===== src/rtl/irq_agg_pkg.sv =====
// Package: shared widths, source bit positions and the per-cycle operation record
// used by the interrupt status aggregator. Assumes a 32-bit status word by default.
package irq_agg_pkg;

    localparam int unsigned STAT_W_DEF   = 32;
    localparam int unsigned FACT_BIT_DEF = 0;
    localparam int unsigned DMA_BIT_DEF  = 8;

    // One cycle's decoded operation: whether any raise or lower happened.
    typedef struct packed {
        logic raise;
        logic lower;
    } agg_op_t;

endpackage


===== src/rtl/irq_src_merge.sv =====
// Module: irq_src_merge
// Merges the software set mask with the two internal event sources into one
// set mask, gates the clear mask by its strobe, and reports whether this cycle
// is a raise and/or a lower. Assumes the source bit positions lie inside W.
module irq_src_merge
    import irq_agg_pkg::*;
#(
    parameter int unsigned W        = STAT_W_DEF,
    parameter int unsigned FACT_BIT = FACT_BIT_DEF,
    parameter int unsigned DMA_BIT  = DMA_BIT_DEF
) (
    input  logic         sw_set_i,
    input  logic [W-1:0] sw_set_mask_i,
    input  logic         sw_clr_i,
    input  logic [W-1:0] sw_clr_mask_i,
    input  logic         fact_done_i,
    input  logic         dma_done_i,
    output logic [W-1:0] set_mask_o,
    output logic [W-1:0] clr_mask_o,
    output agg_op_t      op_o
);

    // Per bit: software set, plus an internal source if this bit belongs to one.
    for (genvar b = 0; b < W; b++) begin : g_bit
        localparam bit IS_FACT = (b == FACT_BIT);
        localparam bit IS_DMA  = (b == DMA_BIT);
        always_comb begin
            set_mask_o[b] = (sw_set_i & sw_set_mask_i[b])
                          | (IS_FACT & fact_done_i)
                          | (IS_DMA & dma_done_i);
            clr_mask_o[b] = sw_clr_i & sw_clr_mask_i[b];
        end
    end

    // Classify the cycle: any source or software set is a raise.
    always_comb begin
        op_o.raise = sw_set_i | fact_done_i | dma_done_i;
        op_o.lower = sw_clr_i;
    end

endmodule


===== src/rtl/irq_status_reg.sv =====
// Module: irq_status_reg
// Holds the status word. Next value is (word & ~clear) | set, so a set wins
// over a clear of the same bit. Exposes the next value for the notifier.
module irq_status_reg #(
    parameter int unsigned W = 32
) (
    input  logic         clk,
    input  logic         rst_n,
    input  logic [W-1:0] set_mask_i,
    input  logic [W-1:0] clr_mask_i,
    output logic [W-1:0] status_d_o,
    output logic         next_nz_o,
    output logic [W-1:0] status_q_o
);

    // Next-state: clear first, then OR in the set mask.
    always_comb begin
        status_d_o = (status_q_o & ~clr_mask_i) | set_mask_i;
        next_nz_o  = |status_d_o;
    end

    // Status register with synchronous active-low reset.
    always_ff @(posedge clk) begin
        if (!rst_n) status_q_o <= '0;
        else        status_q_o <= status_d_o;
    end

endmodule


===== src/rtl/irq_notify.sv =====
// Module: irq_notify
// Produces the level request and the one-clock message pulse from the
// operation of the cycle and whether the next status word is nonzero.
// Assumes msi_en_i is stable around the operations it governs.
module irq_notify
    import irq_agg_pkg::*;
(
    input  logic    clk,
    input  logic    rst_n,
    input  agg_op_t op_i,
    input  logic    next_nz_i,
    input  logic    msi_en_i,
    output logic    legacy_o,
    output logic    pulse_o
);

    logic raise_nz;
    logic legacy_d;
    logic pulse_d;

    // Decide the next level and pulse values.
    always_comb begin
        raise_nz = op_i.raise & next_nz_i;
        pulse_d  = raise_nz & msi_en_i;
        legacy_d = legacy_o;
        if (raise_nz && !msi_en_i)
            legacy_d = 1'b1;
        else if (op_i.lower && !next_nz_i && !msi_en_i)
            legacy_d = 1'b0;
    end

    // Output registers with synchronous active-low reset.
    always_ff @(posedge clk) begin
        if (!rst_n) begin
            legacy_o <= 1'b0;
            pulse_o  <= 1'b0;
        end else begin
            legacy_o <= legacy_d;
            pulse_o  <= pulse_d;
        end
    end

endmodule


===== src/rtl/irq_status_agg.sv =====
// Module: irq_status_agg (top)
// Interrupt status aggregator: merges sources into a status word and signals
// it as a level or a message pulse. All outputs are registered, one clock
// after the causing input cycle. Assumes a single clock domain.
module irq_status_agg
    import irq_agg_pkg::*;
#(
    parameter int unsigned STAT_W   = STAT_W_DEF,
    parameter int unsigned FACT_BIT = FACT_BIT_DEF,
    parameter int unsigned DMA_BIT  = DMA_BIT_DEF
) (
    input  logic              clk,
    input  logic              rst_n,
    input  logic              sw_set_i,
    input  logic [STAT_W-1:0] sw_set_mask_i,
    input  logic              sw_clr_i,
    input  logic [STAT_W-1:0] sw_clr_mask_i,
    input  logic              fact_done_i,
    input  logic              dma_done_i,
    input  logic              msi_en_i,
    output logic [STAT_W-1:0] status_o,
    output logic              legacy_irq_o,
    output logic              msi_pulse_o
);

    logic [STAT_W-1:0] set_mask;
    logic [STAT_W-1:0] clr_mask;
    logic [STAT_W-1:0] status_d;
    logic              next_nz;
    agg_op_t           op;

    irq_src_merge #(.W(STAT_W), .FACT_BIT(FACT_BIT), .DMA_BIT(DMA_BIT)) u_merge (
        .sw_set_i      (sw_set_i),
        .sw_set_mask_i (sw_set_mask_i),
        .sw_clr_i      (sw_clr_i),
        .sw_clr_mask_i (sw_clr_mask_i),
        .fact_done_i   (fact_done_i),
        .dma_done_i    (dma_done_i),
        .set_mask_o    (set_mask),
        .clr_mask_o    (clr_mask),
        .op_o          (op)
    );

    irq_status_reg #(.W(STAT_W)) u_stat (
        .clk        (clk),
        .rst_n      (rst_n),
        .set_mask_i (set_mask),
        .clr_mask_i (clr_mask),
        .status_d_o (status_d),
        .next_nz_o  (next_nz),
        .status_q_o (status_o)
    );

    irq_notify u_notify (
        .clk       (clk),
        .rst_n     (rst_n),
        .op_i      (op),
        .next_nz_i (next_nz),
        .msi_en_i  (msi_en_i),
        .legacy_o  (legacy_irq_o),
        .pulse_o   (msi_pulse_o)
    );

endmodule


===== config.mk =====
export PLATFORM = sky130hd
export DESIGN_NAME = irq_status_agg
export DESIGN_NICKNAME = d
export VERILOG_FILES = /design/src/rtl/irq_agg_pkg.sv /design/src/rtl/irq_src_merge.sv /design/src/rtl/irq_status_reg.sv /design/src/rtl/irq_notify.sv /design/src/rtl/irq_status_agg.sv
export SDC_FILE = /design/constraint.sdc
export NUM_CORES = 1
export LEC_CHECK = 0
export BUFFER_PORTS_ARGS = -buffer_cell sky130_fd_sc_hd__buf_2
export CAP_MARGIN = 25
export CORE_MARGIN = 3
export CORE_UTILIZATION = 25
export CTS_CLUSTER_DIAMETER = 60
export CTS_CLUSTER_SIZE = 20
export DETAILED_ROUTE_END_ITERATION = 10
export GPL_TIMING_DRIVEN = 1
export MAX_ROUTING_LAYER = met4
export SYNTH_ARGS = -nofsm -noshare
export SYNTH_HDL_FRONTEND = slang
export SYNTH_SLANG_ARGS = --single-unit

===== constraint.sdc =====
create_clock -name clk -period 4.2 [get_ports clk]
set_input_delay 0.84 -clock clk [delete_from_list [all_inputs] [get_ports clk]]
set_output_delay 0.84 -clock clk [all_outputs]
set_load 0.02 [all_outputs]

=== Yosys cells after proc, flatten, opt, wreduce, memory -nomap -nowiden ===
Cells that the tools add are included.
Widths: inputs -> output; s select.

* Register bits after elaboration: 34
* Bits of input ports: 71

* Bitwise logic cells: 73
* Reductions and logical operators: 7
* Mux-type cells: 2

{| class="wikitable"
|+ Operators with widths
! kind !! number
|-
| $and 1x1->1 || 66
|-
| $and 32x32->32 || 1
|-
| $not 32->32 || 1
|-
| $or 32x32->32 || 1
|-
| $reduce_or 32->1 || 1
|-
| $or 1x1->1 || 4
|-
| $logic_and 1x1->1 || 3
|-
| $logic_not 1->1 || 2
|-
| $mux 1 || 2
|-
| $reduce_bool 2->1 || 1
|}

=== Depth between registers and ports, before layout ===
* Word-level depth: 10
* Gate-level depth with buffers: 7
* Depth with buffers taken out: 6

=== By module ===
From an unflattened synthesis, not the netlist that was laid out.

* Cells, all modules: 232
* Area total of the unflattened synthesis: 2048.2 sq um

{| class="wikitable"
|+ Modules (own cells, without submodules)
! module !! sequential area each (sq um) !! times used !! area each (sq um) !! cells an instance
|-
| irq_status_reg || 640.6 || 1 || 1517.7 || 152
|-
| irq_src_merge || 0.0 || 1 || 446.7 || 72
|-
| irq_notify || 40.0 || 1 || 83.8 || 8
|}

=== Worst setup path before layout ===
No wires, ideal clock.

* Path type: input port to flip-flop
* From: input sw_set_i
* To: register u_notify.legacy_o
* Stages on the path: 6
* Arrival time: 1887 ps
* Library setup time: 125 ps
* Buffers on the path: 1
* Slack: 2188 ps
* Data required time: 4075 ps
* Cells stage by stage: buf_2 > a221oi_1 > nor4b_2 > nand4_1 > nor4_2 > o21ai_1

* Cells in the longest elaborated chain, start to end: 8
* Elaborated cells between the ends (all ways): 45
* Classes of those cells: 1 x mux; 38 x bitwise; 6 x reduce/logical

{| class="wikitable"
|+ RTL lines
! what !! RTL line !! source
|-
| start, declared || irq_status_agg.sv:14 || <nowiki>input logic sw_set_i,</nowiki>
|-
| $and 1x1->1 || irq_src_merge.sv:28 || <nowiki>set_mask_o[b] = (sw_set_i & sw_set_mask_i[b])</nowiki>
|-
| $or 1x1->1, on equally long branches || irq_src_merge.sv:29, irq_src_merge.sv:30 ||
|-
| $or 32x32->32 || irq_status_reg.sv:18 || <nowiki>status_d_o = (status_q_o & ~clr_mask_i) | set_mask_i;</nowiki>
|-
| $reduce_or 32->1 || irq_status_reg.sv:19 || <nowiki>next_nz_o = |status_d_o;</nowiki>
|-
| $logic_not 1->1 || irq_notify.sv:28 || <nowiki>else if (op_i.lower && !next_nz_i && !msi_en_i)</nowiki>
|-
| $logic_and 1x1->1 (2 in series) || irq_notify.sv:28 ||
|-
| $reduce_bool 2->1 (no source line) || - ||
|-
| end signal, assigned || irq_notify.sv:38 || <nowiki>legacy_o <= legacy_d;</nowiki>
|-
| end, declared || irq_notify.sv:13 || <nowiki>output logic legacy_o,</nowiki>
|}

Parallel ways exist; a longest one is shown, timed or not.
A chain may end at the register's enable or synchronous reset.

=== Final worst setup path ===
* From: input sw_clr_i
* To: register u_notify.legacy_o

* Cells in the longest elaborated chain, start to end: 9
* Elaborated cells between the ends (all ways): 43
* Classes of those cells: 1 x mux; 36 x bitwise; 6 x reduce/logical

{| class="wikitable"
|+ RTL lines
! what !! RTL line !! source
|-
| start, declared || irq_status_agg.sv:16 || <nowiki>input logic sw_clr_i,</nowiki>
|-
| $and 1x1->1 || irq_src_merge.sv:31 || <nowiki>clr_mask_o[b] = sw_clr_i & sw_clr_mask_i[b];</nowiki>
|-
| $not 32->32 || irq_status_reg.sv:18 ||
|-
| $and 32x32->32 || irq_status_reg.sv:18 ||
|-
| $or 32x32->32 || irq_status_reg.sv:18 ||
|-
| $reduce_or 32->1 || irq_status_reg.sv:19 ||
|-
| $logic_not 1->1 || irq_notify.sv:28 ||
|-
| $logic_and 1x1->1 (2 in series) || irq_notify.sv:28 ||
|-
| $reduce_bool 2->1 (no source line) || - ||
|}

Parallel ways exist; a longest one is shown, timed or not.

==> flow_metrics.tcl <==
set metrics [dict create \
    status "finished clean" \
    fmax_mhz 415 \
    tightestPinTransition_ns 0.617 \
    cts_tree "built" \
    critPathArrivalTime_ns 2.57 \
    relSlewSlack_pct 58.9 \
    port_buffers 104 \
    critPathRequiredTime_ns 4.37 \
    insertedDiodeCount 0 \
    switching_power_mw 0.208 \
    rrSetupSlack_ns 2.63 \
    grtUsageTotal_pct 12.8 \
    powerDensity_mw_per_mm2 360 \
    rows 27 \
    power_mw 0.755 \
    whs_path_depth 2 \
    syn-instance-count 158 \
    final_util_pct 37.6 \
    drt_iter0_markers 54 \
    grt_antenna_before_repair 0 \
    r2r_start "u_stat.status_q_o[8]$_SDFF_PN0_" \
    maxCapViolCount 0 \
    drtAntennaViolNets 0 \
    initial_core_util_pct 26.0 \
    cellLeakagePower_nw 1.04 \
    syn-cell-area_mm2 0.00145 \
    crit_family "simple AND/OR/NAND/NOR gates" \
    cts.clk_slew.worst_paths_ns 0.07 \
    maxSlewViolCount 0 \
    rsz0062_at_grt "false" \
    critPathLaunch "sw_clr_i" \
    crit_type "in2reg" \
    p_sw_share_pct 27.6 \
    dp_hpwl_mm 3.20 \
    p_comb_share_pct 20.4 \
    drc 0 \
    clockBufferDepth 2 \
    fin_hold_ws_ns 0.488 \
    synthesis.nets 229 \
    crit_chain "buf_2 -> nand2_1 -> a221o_1 -> nor4_1 -> nand4_1 -> nor4_2 -> o21ai_1" \
    grt_max_degree 36 \
    hold_viol 0 \
    clockRootBuffer "clkbuf_8" \
    min_period_over_period_pct 57.3 \
    grt_pass1_vias 1297 \
    post_cts_buffers 0 \
    drt_wl_total_mm 4.33 \
    grt_pass1_wl_mm 6.38 \
    ys_types 22 \
    dr.pass1.iters 4 \
    r2r-end "u_notify.legacy_o$_SDFFE_PN0P_" \
    vdd_ir_drop_max_mv 0.140 \
    skew_ns 0.00527 \
    syn_to_final_growth_pct 44.6 \
    fin_nets 331 \
    htree_levels 2 \
    holdPathEnd "u_notify.legacy_o$_SDFFE_PN0P_" \
    crit_path_top_delay_cell "buf_2" \
    yosysWarnings 0 \
    r2r.worst_path.cells 5 \
    routedWlPerCell_um 13.0 \
    intPower_mw 0.547 \
    drive_above_1_share_pct 43.7 \
    die_height_um 82.2 \
    dieArea_mm2 0.00676 \
    ioPinCount 105 \
    hold_path_class "reg2reg" \
    clk_latency_ns 0.28 \
    ys_seq_area_share_pct 46.9 \
    postSynthAreaPerCell_um2 9.19 \
    gp_congestion 0.752 \
    ctsResizeCount 0 \
    routed_via_density 4.54 \
    synth_seq_cells 34 \
    cpPeakStageDelay_ns 0.47 \
    clkSinkCount 34 \
    gr-total-overflow 0 \
    seq_power_share_pct 46.9 \
    hold_buffers 0 \
    cp_num_buf_inv 1 \
    start_kind "input port" \
    die_w_um 82.2 \
    period_needed_ns 2.41 \
    via_count 1512 \
    worstHoldStart "u_notify.legacy_o$_SDFFE_PN0P_" \
    crit_fanout 33 \
    fin_tns_setup_ns 0 \
    core_area_mm2 0.00557 \
    p_clk_share_pct 32.7 \
    end_kind "register" \
    cts_buffers 5 \
    final-setup-viol-count 0 \
]
layout make-up:
type,instances,area [um2]
well taps,72,90.1
flip-flops and latches,34,681
clock inverters,1,5.00
multi-input cells,115,716
clock buffers,7,86.3
fillers,589,3480
repair buffers,104,520
stage by stage:
step,setup WS (ns),instances,cell area [um2]
final,1.79,333,2100
after detailed placement,1.47,325,2010
after CTS,1.75,333,2100
after floorplan,2.19,158,1450
after global routing,1.54,333,2100
after global placement,1.47,325,2010
cells in the mapped netlist (all sizes together):
cell / n / area [um2]
dfxtp: 34 / 681
nand2: 33 / 124
and2: 21 / 131
a22o: 20 / 175
nor2b: 11 / 68.8
a22oi: 10 / 75.1
buf: 5 / 40.0
nor4: 5 / 43.8
clkbuf: 4 / 15.0
nand4: 4 / 25.0
nor2: 2 / 7.51
nor3: 2 / 10.0
o21ai: 2 / 10.0
a221o: 1 / 10.0
a221oi: 1 / 8.76
nand2b: 1 / 6.26
nand3: 1 / 5.00
nor4b: 1 / 15.0
layout by cell type, fill, tap and decap left out, types with 2 or more instances in the layout:
master and n:
buf_2 104, dfxtp_1 34, nand2_1 33, and2_1 21
a22o_1 20, nor2b_1 11, a22oi_1 10, clkbuf_8 6
nand4_1 4, nor4_1 3, nor2_1 2, nor4_2 2
nor3_1 2
routing by layer:
layer	share of wire, %	up-vias	GRT usage (%)
met1	45	680	16.9
met5	0	-	-
met3	6.6	4	2.60
li1	-	767	-
met2	48	61	19.7
met4	0.95	0	3.99
worst register-to-register path, cell delays in order (launching register included):
cell and delay [ns]:
dfxtp_1 0.31, a221o_1 0.37, nor4_1 0.32, nand4_1 0.16, nor4_2 0.20, o21ai_1 0.10
worst max-delay path by stage:
| stage | endpoint | depth (start not counted) | slack, ns |
|---|---|---|---|
| 2_1_floorplan | u_notify.legacy_o$_SDFFE_PN0P_ | 6 | 2.19 |
| 3_3_place_gp | u_notify.legacy_o$_SDFFE_PN0P_ | 7 | 1.47 |
| 3_5_place_dp | u_notify.legacy_o$_SDFFE_PN0P_ | 7 | 1.47 |
| 4_1_cts | u_notify.legacy_o$_SDFFE_PN0P_ | 7 | 1.75 |
| 5_1_grt | u_notify.legacy_o$_SDFFE_PN0P_ | 7 | 1.54 |
| 6_report | u_notify.legacy_o$_SDFFE_PN0P_ | 7 | 1.79 |
state kept, by name, indices dropped and copies added (netlist names):
register           flops
u_stat.status_q_o     32
u_notify.legacy_o      1
u_notify.pulse_o       1
power groups by stage:
stage / clock network [mW] / logic (mW) / registers (mW)
2_1_floorplan: 0 / 0.0636 / 0.387
3_3_place_gp: 0 / 0.156 / 0.361
3_5_place_dp: 0 / 0.156 / 0.361
4_1_cts: 0.260 / 0.157 / 0.354
5_1_grt: 0.273 / 0.170 / 0.357
6_report: 0.247 / 0.154 / 0.354
cells by family after synthesis:
logic type             share of synthesized area (%)
AO/OA/AOI/OAI                                   19.2
buffers and inverters                           3.79
flip-flops                                      46.9
AND/OR/NAND/NOR                                 30.1
Note: power is estimated with default switching activity, not from simulation.
